**src/rtl/multimode_timer.sv**
```systemverilog
`timescale 1ns/1ps
module multimode_timer #(
  parameter bit SPLIT_EN = 1'b1
) (
  input  logic       clk,
  input  logic       rst_n,
  input  logic       wr_en,
  input  logic [1:0] addr,
  input  logic [7:0] wr_data,
  output logic [7:0] rd_data,
  input  logic       presc_tick,
  input  logic       ev_in,
  output logic       irq_main,
  output logic       irq_aux
);
  localparam logic [1:0] A_LO = 2'd0, A_HI = 2'd1, A_CTL = 2'd2, A_STS = 2'd3;

  logic [7:0] tl, th, ctl;
  logic       ovf_lo, ovf_hi;
  logic [2:0] ev_sync;

  wire [1:0] mode    = ctl[1:0];
  wire       ev_src  = ctl[2];
  wire       sys_sel = ctl[3];
  wire       run_lo  = ctl[4];
  wire       run_hi  = ctl[5];

  wire wr_lo  = wr_en && addr == A_LO;
  wire wr_hi  = wr_en && addr == A_HI;
  wire wr_ctl = wr_en && addr == A_CTL;
  wire wr_sts = wr_en && addr == A_STS;
  wire byte_wr = wr_lo | wr_hi;

  wire ev_fall  = ev_sync[2] & ~ev_sync[1];
  wire tmr_tick = sys_sel | presc_tick;
  wire src_tick = ev_src ? ev_fall : tmr_tick;
  wire split_on = SPLIT_EN && mode == 2'd3;
  wire frozen   = !SPLIT_EN && mode == 2'd3;

  wire step_lo = run_lo & src_tick & ~byte_wr & ~frozen;
  wire step_hi = split_on & run_hi & tmr_tick & ~byte_wr;

  wire [12:0] c13 = {th, tl[4:0]};
  wire [15:0] c16 = {th, tl};

  logic [7:0] tl_n, th_n;
  logic       set_lo, set_hi;

  always_comb begin
    tl_n = tl;
    th_n = th;
    set_lo = 1'b0;
    set_hi = 1'b0;
    if (step_lo) begin
      case (mode)
        2'd0: begin
          {th_n, tl_n[4:0]} = c13 + 13'd1;
          set_lo = &c13;
        end
        2'd1: begin
          {th_n, tl_n} = c16 + 16'd1;
          set_lo = &c16;
        end
        2'd2: begin
          tl_n = (&tl) ? th : tl + 8'd1;
          set_lo = &tl;
        end
        default: begin
          tl_n = tl + 8'd1;
          set_lo = &tl;
        end
      endcase
    end
    if (step_hi) begin
      th_n = th + 8'd1;
      set_hi = &th;
    end
  end

  always_ff @(posedge clk) begin
    if (!rst_n) begin
      tl <= '0;
      th <= '0;
      ctl <= '0;
      ovf_lo <= 1'b0;
      ovf_hi <= 1'b0;
      ev_sync <= 3'b111;
    end else begin
      ev_sync <= {ev_sync[1:0], ev_in};
      tl <= wr_lo ? wr_data : tl_n;
      th <= wr_hi ? wr_data : th_n;
      if (wr_ctl) ctl <= wr_data;
      ovf_lo <= set_lo | (wr_sts ? wr_data[0] : ovf_lo);
      ovf_hi <= set_hi | (wr_sts ? wr_data[1] : ovf_hi);
    end
  end

  always_comb begin
    case (addr)
      A_LO:    rd_data = tl;
      A_HI:    rd_data = th;
      A_CTL:   rd_data = ctl;
      default: rd_data = {6'd0, ovf_hi, ovf_lo};
    endcase
  end

  assign irq_main = ovf_lo & ctl[6];
  assign irq_aux  = ovf_hi & ctl[7];

  AST_UPPER_BITS_KEPT: assert property (@(posedge clk) disable iff (!rst_n)
    (mode == 2'd0 && !wr_lo) |=> $stable(tl[7:5]));
  AST_WRAP_13: assert property (@(posedge clk) disable iff (!rst_n)
    (mode == 2'd0 && step_lo && c13 == 13'h1FFF) |=> (ovf_lo && th == 8'h00 && tl[4:0] == 5'd0));
  AST_RELOAD_FROM_HIGH: assert property (@(posedge clk) disable iff (!rst_n)
    (mode == 2'd2 && step_lo && tl == 8'hFF) |=> (tl == $past(th) && ovf_lo));
  AST_HOLD_WHEN_STOPPED: assert property (@(posedge clk) disable iff (!rst_n)
    (!run_lo && !run_hi && !byte_wr) |=> ($stable(tl) && $stable(th)));
  AST_FLAG_STICKY: assert property (@(posedge clk) disable iff (!rst_n)
    (ovf_lo && !wr_sts) |=> ovf_lo);
  AST_SPLIT_ABSENT_FROZEN: assert property (@(posedge clk) disable iff (!rst_n)
    (frozen && !byte_wr) |=> ($stable(tl) && $stable(th)));
endmodule

```
**config.mk**
```make
export PLATFORM = sky130hd
export DESIGN_NAME = multimode_timer
export DESIGN_NICKNAME = d
export VERILOG_FILES = /design/src/rtl/multimode_timer.sv
export SDC_FILE = /design/constraint.sdc
export NUM_CORES = 1
export LEC_CHECK = 0
export ABC_CLOCK_PERIOD_IN_PS = 1700
export BUFFER_PORTS_ARGS = -buffer_cell sky130_fd_sc_hd__buf_2
export CAP_MARGIN = 10
export CORE_ASPECT_RATIO = 1.25
export CORE_MARGIN = 10
export CORE_UTILIZATION = 53
export DETAILED_ROUTE_END_ITERATION = 6
export GPL_TIMING_DRIVEN = 0
export PLACE_DENSITY_LB_ADDON = 0.15
export SLEW_MARGIN = 20
export SYNTH_ARGS = -nofsm -noshare
export SYNTH_HDL_FRONTEND = slang
export SYNTH_SLANG_ARGS = --single-unit
```
**constraint.sdc**
```tcl
create_clock -name clk -period 1.7 [get_ports clk]
set_input_delay 0.17 -clock clk [delete_from_list [all_inputs] [get_ports clk]]
set_output_delay 0.17 -clock clk [all_outputs]
set_load 0.005 [all_outputs]
```
==> key figures <==
Outcome
  – Status: finished with violations
  – Failing checks: setup timing

Floorplanning
  – Core Rows: 25
  – Die area: 6960 µm²
  – Core area: 3820 µm²
  – Initial core utilization: 55.7%
  – # IOs: 25
  – Die Ht: 90.8 µm
  – DIE WIDTH: 76.6 µm

Synthesis
  – Sequential area share after synthesis: 27.3%
  – Asr flop ratio synth: 0%
  – Syn_nets: about 270
  – Synthesized cell area: 2120 µm²
  – Synth cell count leaders: dfxtp_1, o21ai_0, mux2i_1, nand2_1, nand3_1
  – Count of different cell masters after synthesis: 64
  – Synth Flop Type: dfxtp_1
  – Area leader, netlist: dfxtp_1
  – Synth Instances: 252
  – Yosys top cell area share: 27.3%
  – Synth area leaders: dfxtp_1, mux2i_1, o21ai_0
  – Most numerous cell in the Yosys netlist: dfxtp_1
  – Number of enable flip-flop cells after synthesis: 0
  – Mean Syn Cell Area: around 8.4 µm²
  – Synth Warn #: 0
  – Flops & latches, synth: 29

Worst setup path
  – R2r worst-path depth: 8
  – CP delay by family, top: simple AND/OR/NAND/NOR gates
  – WP depth: 8
  – Crit-path cells: inv_4 -> ha_4 -> or2_4 -> o2111ai_4 -> and2_4 -> buf_6 -> or4_1 -> a31oi_1
  – CP Launch Type: flop
  – Crit path kind: flop to flop
  – CP endpoint kind: flop
  – Arrival @ worst endpoint: 2070 ps
  – CP bufs+invs: 2
  – Worst Path Required: 1920 ps
  – Highest net fanout along the worst path: 8
  – Slowest cell on crit path: or4_1
  – Slowest stage delay, CP: 460 ps

Power and ir drop
  – VDD IR max: approximately 0.00046 V
  – P_leak: 1.10 nW
  – Cell area power density: 596 nW/µm²

Global route
  – Largest net degree at the start of global routing: 11
  – Total grt overflow: 0
  – Vias in the first global route: 2251
  – First-pass GRT wire length: about 12000 µm
  – Gr usage total: a little over a fifth
  – Initial antenna violation count: 0

Timing
  – Worst Tran Pin Value: slightly below 600 ps
  – Fin. Hold Viols: 0
  – RSZ-0062 raised after global routing: true
  – Min Tclk post-route: 1840 ps
  – Slew margin rel.: 60.9%
  – Max Clock Freq: around 540 MHz
  – Max Clock Skew: 8.85 ps
  – Slew Limit Fails: 0
  – Fin worst setup slack: -141 ps
  – Tcrit/Tclk final: 108%
  – Final setup fails: 8

Layout
  – Final net count: 321
  – Fill cells: 320
  – P&R area growth vs syn: 29.0%
  – Antenna diode count: 0
  – Share of cells above drive strength 1: about a third
  – Non-filler cells, final: around 350
  – Fin area: 2740 µm²

Routing
  – Vias: 2370
  – DR DRC count: 0
  – Via density: 6.69
  – 1st-iter DRT viols: approximately 220
  – DRT Wirelength: 7560 µm
  – Avg WL per Cell: between 20 and 25 µm
  – DRT Pass-1 Iters: 5
  – Post-route ant nets: 0

Placed design
  – IO buf count: 24
  – Routability cong.: about 0.97
  – Placed Area: 2350 µm²
  – Placed Cells incl. Taps: 330
  – Detail Placement HPWL: 5250 µm

Worst hold path
  – Worst min-delay path class: primary input to flop
  – Worst Hold Path Cells: 2

CTS
  – CTS Sinks: 29
  – Clock buffer depth: 2
  – Clk_lat worst skew: 290 ps
  – H-tree levels: 2
  – CTS tree: yes
  – Hold Buf Count CTS: 0
  – Total CTS buffers: 5
  – Clock transition at path regs: approximately 70 ps
  – CTS root buf: clkbuf_8

Flow run
  – MaxCap Viol Count: 0
kinds of logic (layout without fill, tap and decap cells):
kind of cell	Yosys count	count (layout)	share of synthesized area, %
and+or+nand+nor	94	94	26.5
xor gates and xnor gates	4	4	1.65
muxes	20	20	10.7
buffers and inverters	21	69	4.65
DFF	29	29	27.3
adders and majority gates	7	7	4.12
AOI/OAI and AO/OA	77	77	25.0
layout make-up:
type	count	area, µm²	share of cell area, %
Clock inverter	3	17.5	0.639
Clock buffer	5	68.8	2.51
Buffer	15	88.8	3.24
Tap cell	54	67.6	2.46
Sequential cell	29	599	21.9
Inverter	6	27.5	1.00
Multi-Input combinational cell	202	1630	59.5
Timing Repair Buffer	40	240	8.76
repair_timing:
item / in CTS / in global routing
pin swaps: 15 / 10
setup buffers: 12 / 4
cloned: 0 / 0
setup endpoints to repair: 16 / 16
gates resized for setup: 29 / 15
per-stage QoR:
| step | setup TNS (ps) | hold WS, ps | worst slack [ps] | power [mW] | util [%] |
|---|---|---|---|---|---|
| floorplan | -63.3 | 271 | -33.1 | 0.929 | - |
| global placement | -1860 | 353 | -240 | 1.03 | 61.7 |
| detailed placement | -1910 | 359 | -251 | 1.04 | 61.7 |
| CTS | -448 | 71.4 | -137 | 1.61 | 69.3 |
| global route | -1360 | 66.7 | -225 | 1.69 | 71.8 |
| finish | -576 | 70.4 | -141 | 1.63 | 71.8 |
routing by layer:
layer	wire, µm	GRT usage (%)	share of wire [%]
met1	2930	25.1	39
met2	3510	34.7	46
met3	670	4.88	8.9
met4	446	10.9	5.9
met5	0	0	0
registers in the layout, summed over array words and instances (netlist names):
signal and flops:
ctl 8, ev_sync 3, ovf_lo 1, th 8
tl 8, ovf_hi 1
worst register-to-register path, stage by stage (launching register included):
cell and delay [ps]:
dfxtp_4 390, inv_4 80, ha_4 130, or2_4 140, o2111ai_4 130, and2_4 180
buf_6 130, or4_1 460, a31oi_1 160
path summary, 6_finish.rpt:
path	startpoint	slack, ps	to
worst min-delay path	ev_in	70	ev_sync[0]
worst max-delay path	ctl[0]	-140	th[5]
worst max register to register	ctl[0]	-140	th[5]
worst min register to register	ev_sync[0]	410	ev_sync[1]
cell usage in the layout, fill, tap and decap left out, types with 4 or more instances in the layout:
cell      instances
buf_2            26
dfxtp_1          22
buf_4            18
o21ai_0          17
mux2i_1          16
nand2_1          16
nand3_1          11
nor2b_1          10
a21oi_1           8
clkbuf_1          7
and3_1            7
o211ai_1          6
and2_1            5
nand2b_1          5
a31oi_1           5
ha_4              5
clkbuf_8          5
inv_1             4
nand3b_1          4
nand4_1           4
a22oi_1           4
or4_1             4
dfxtp_4           4
report_power, final:
group	internal, mW	total, mW	switching [mW]	leakage [nW]
sequential	0.711	0.770	0.0592	0.241
clock	0.282	0.574	0.292	0.0439
combinational	0.130	0.289	0.159	0.817
total	1.12	1.63	0.510	1.10
Note: power is estimated with default switching activity, not from simulation.
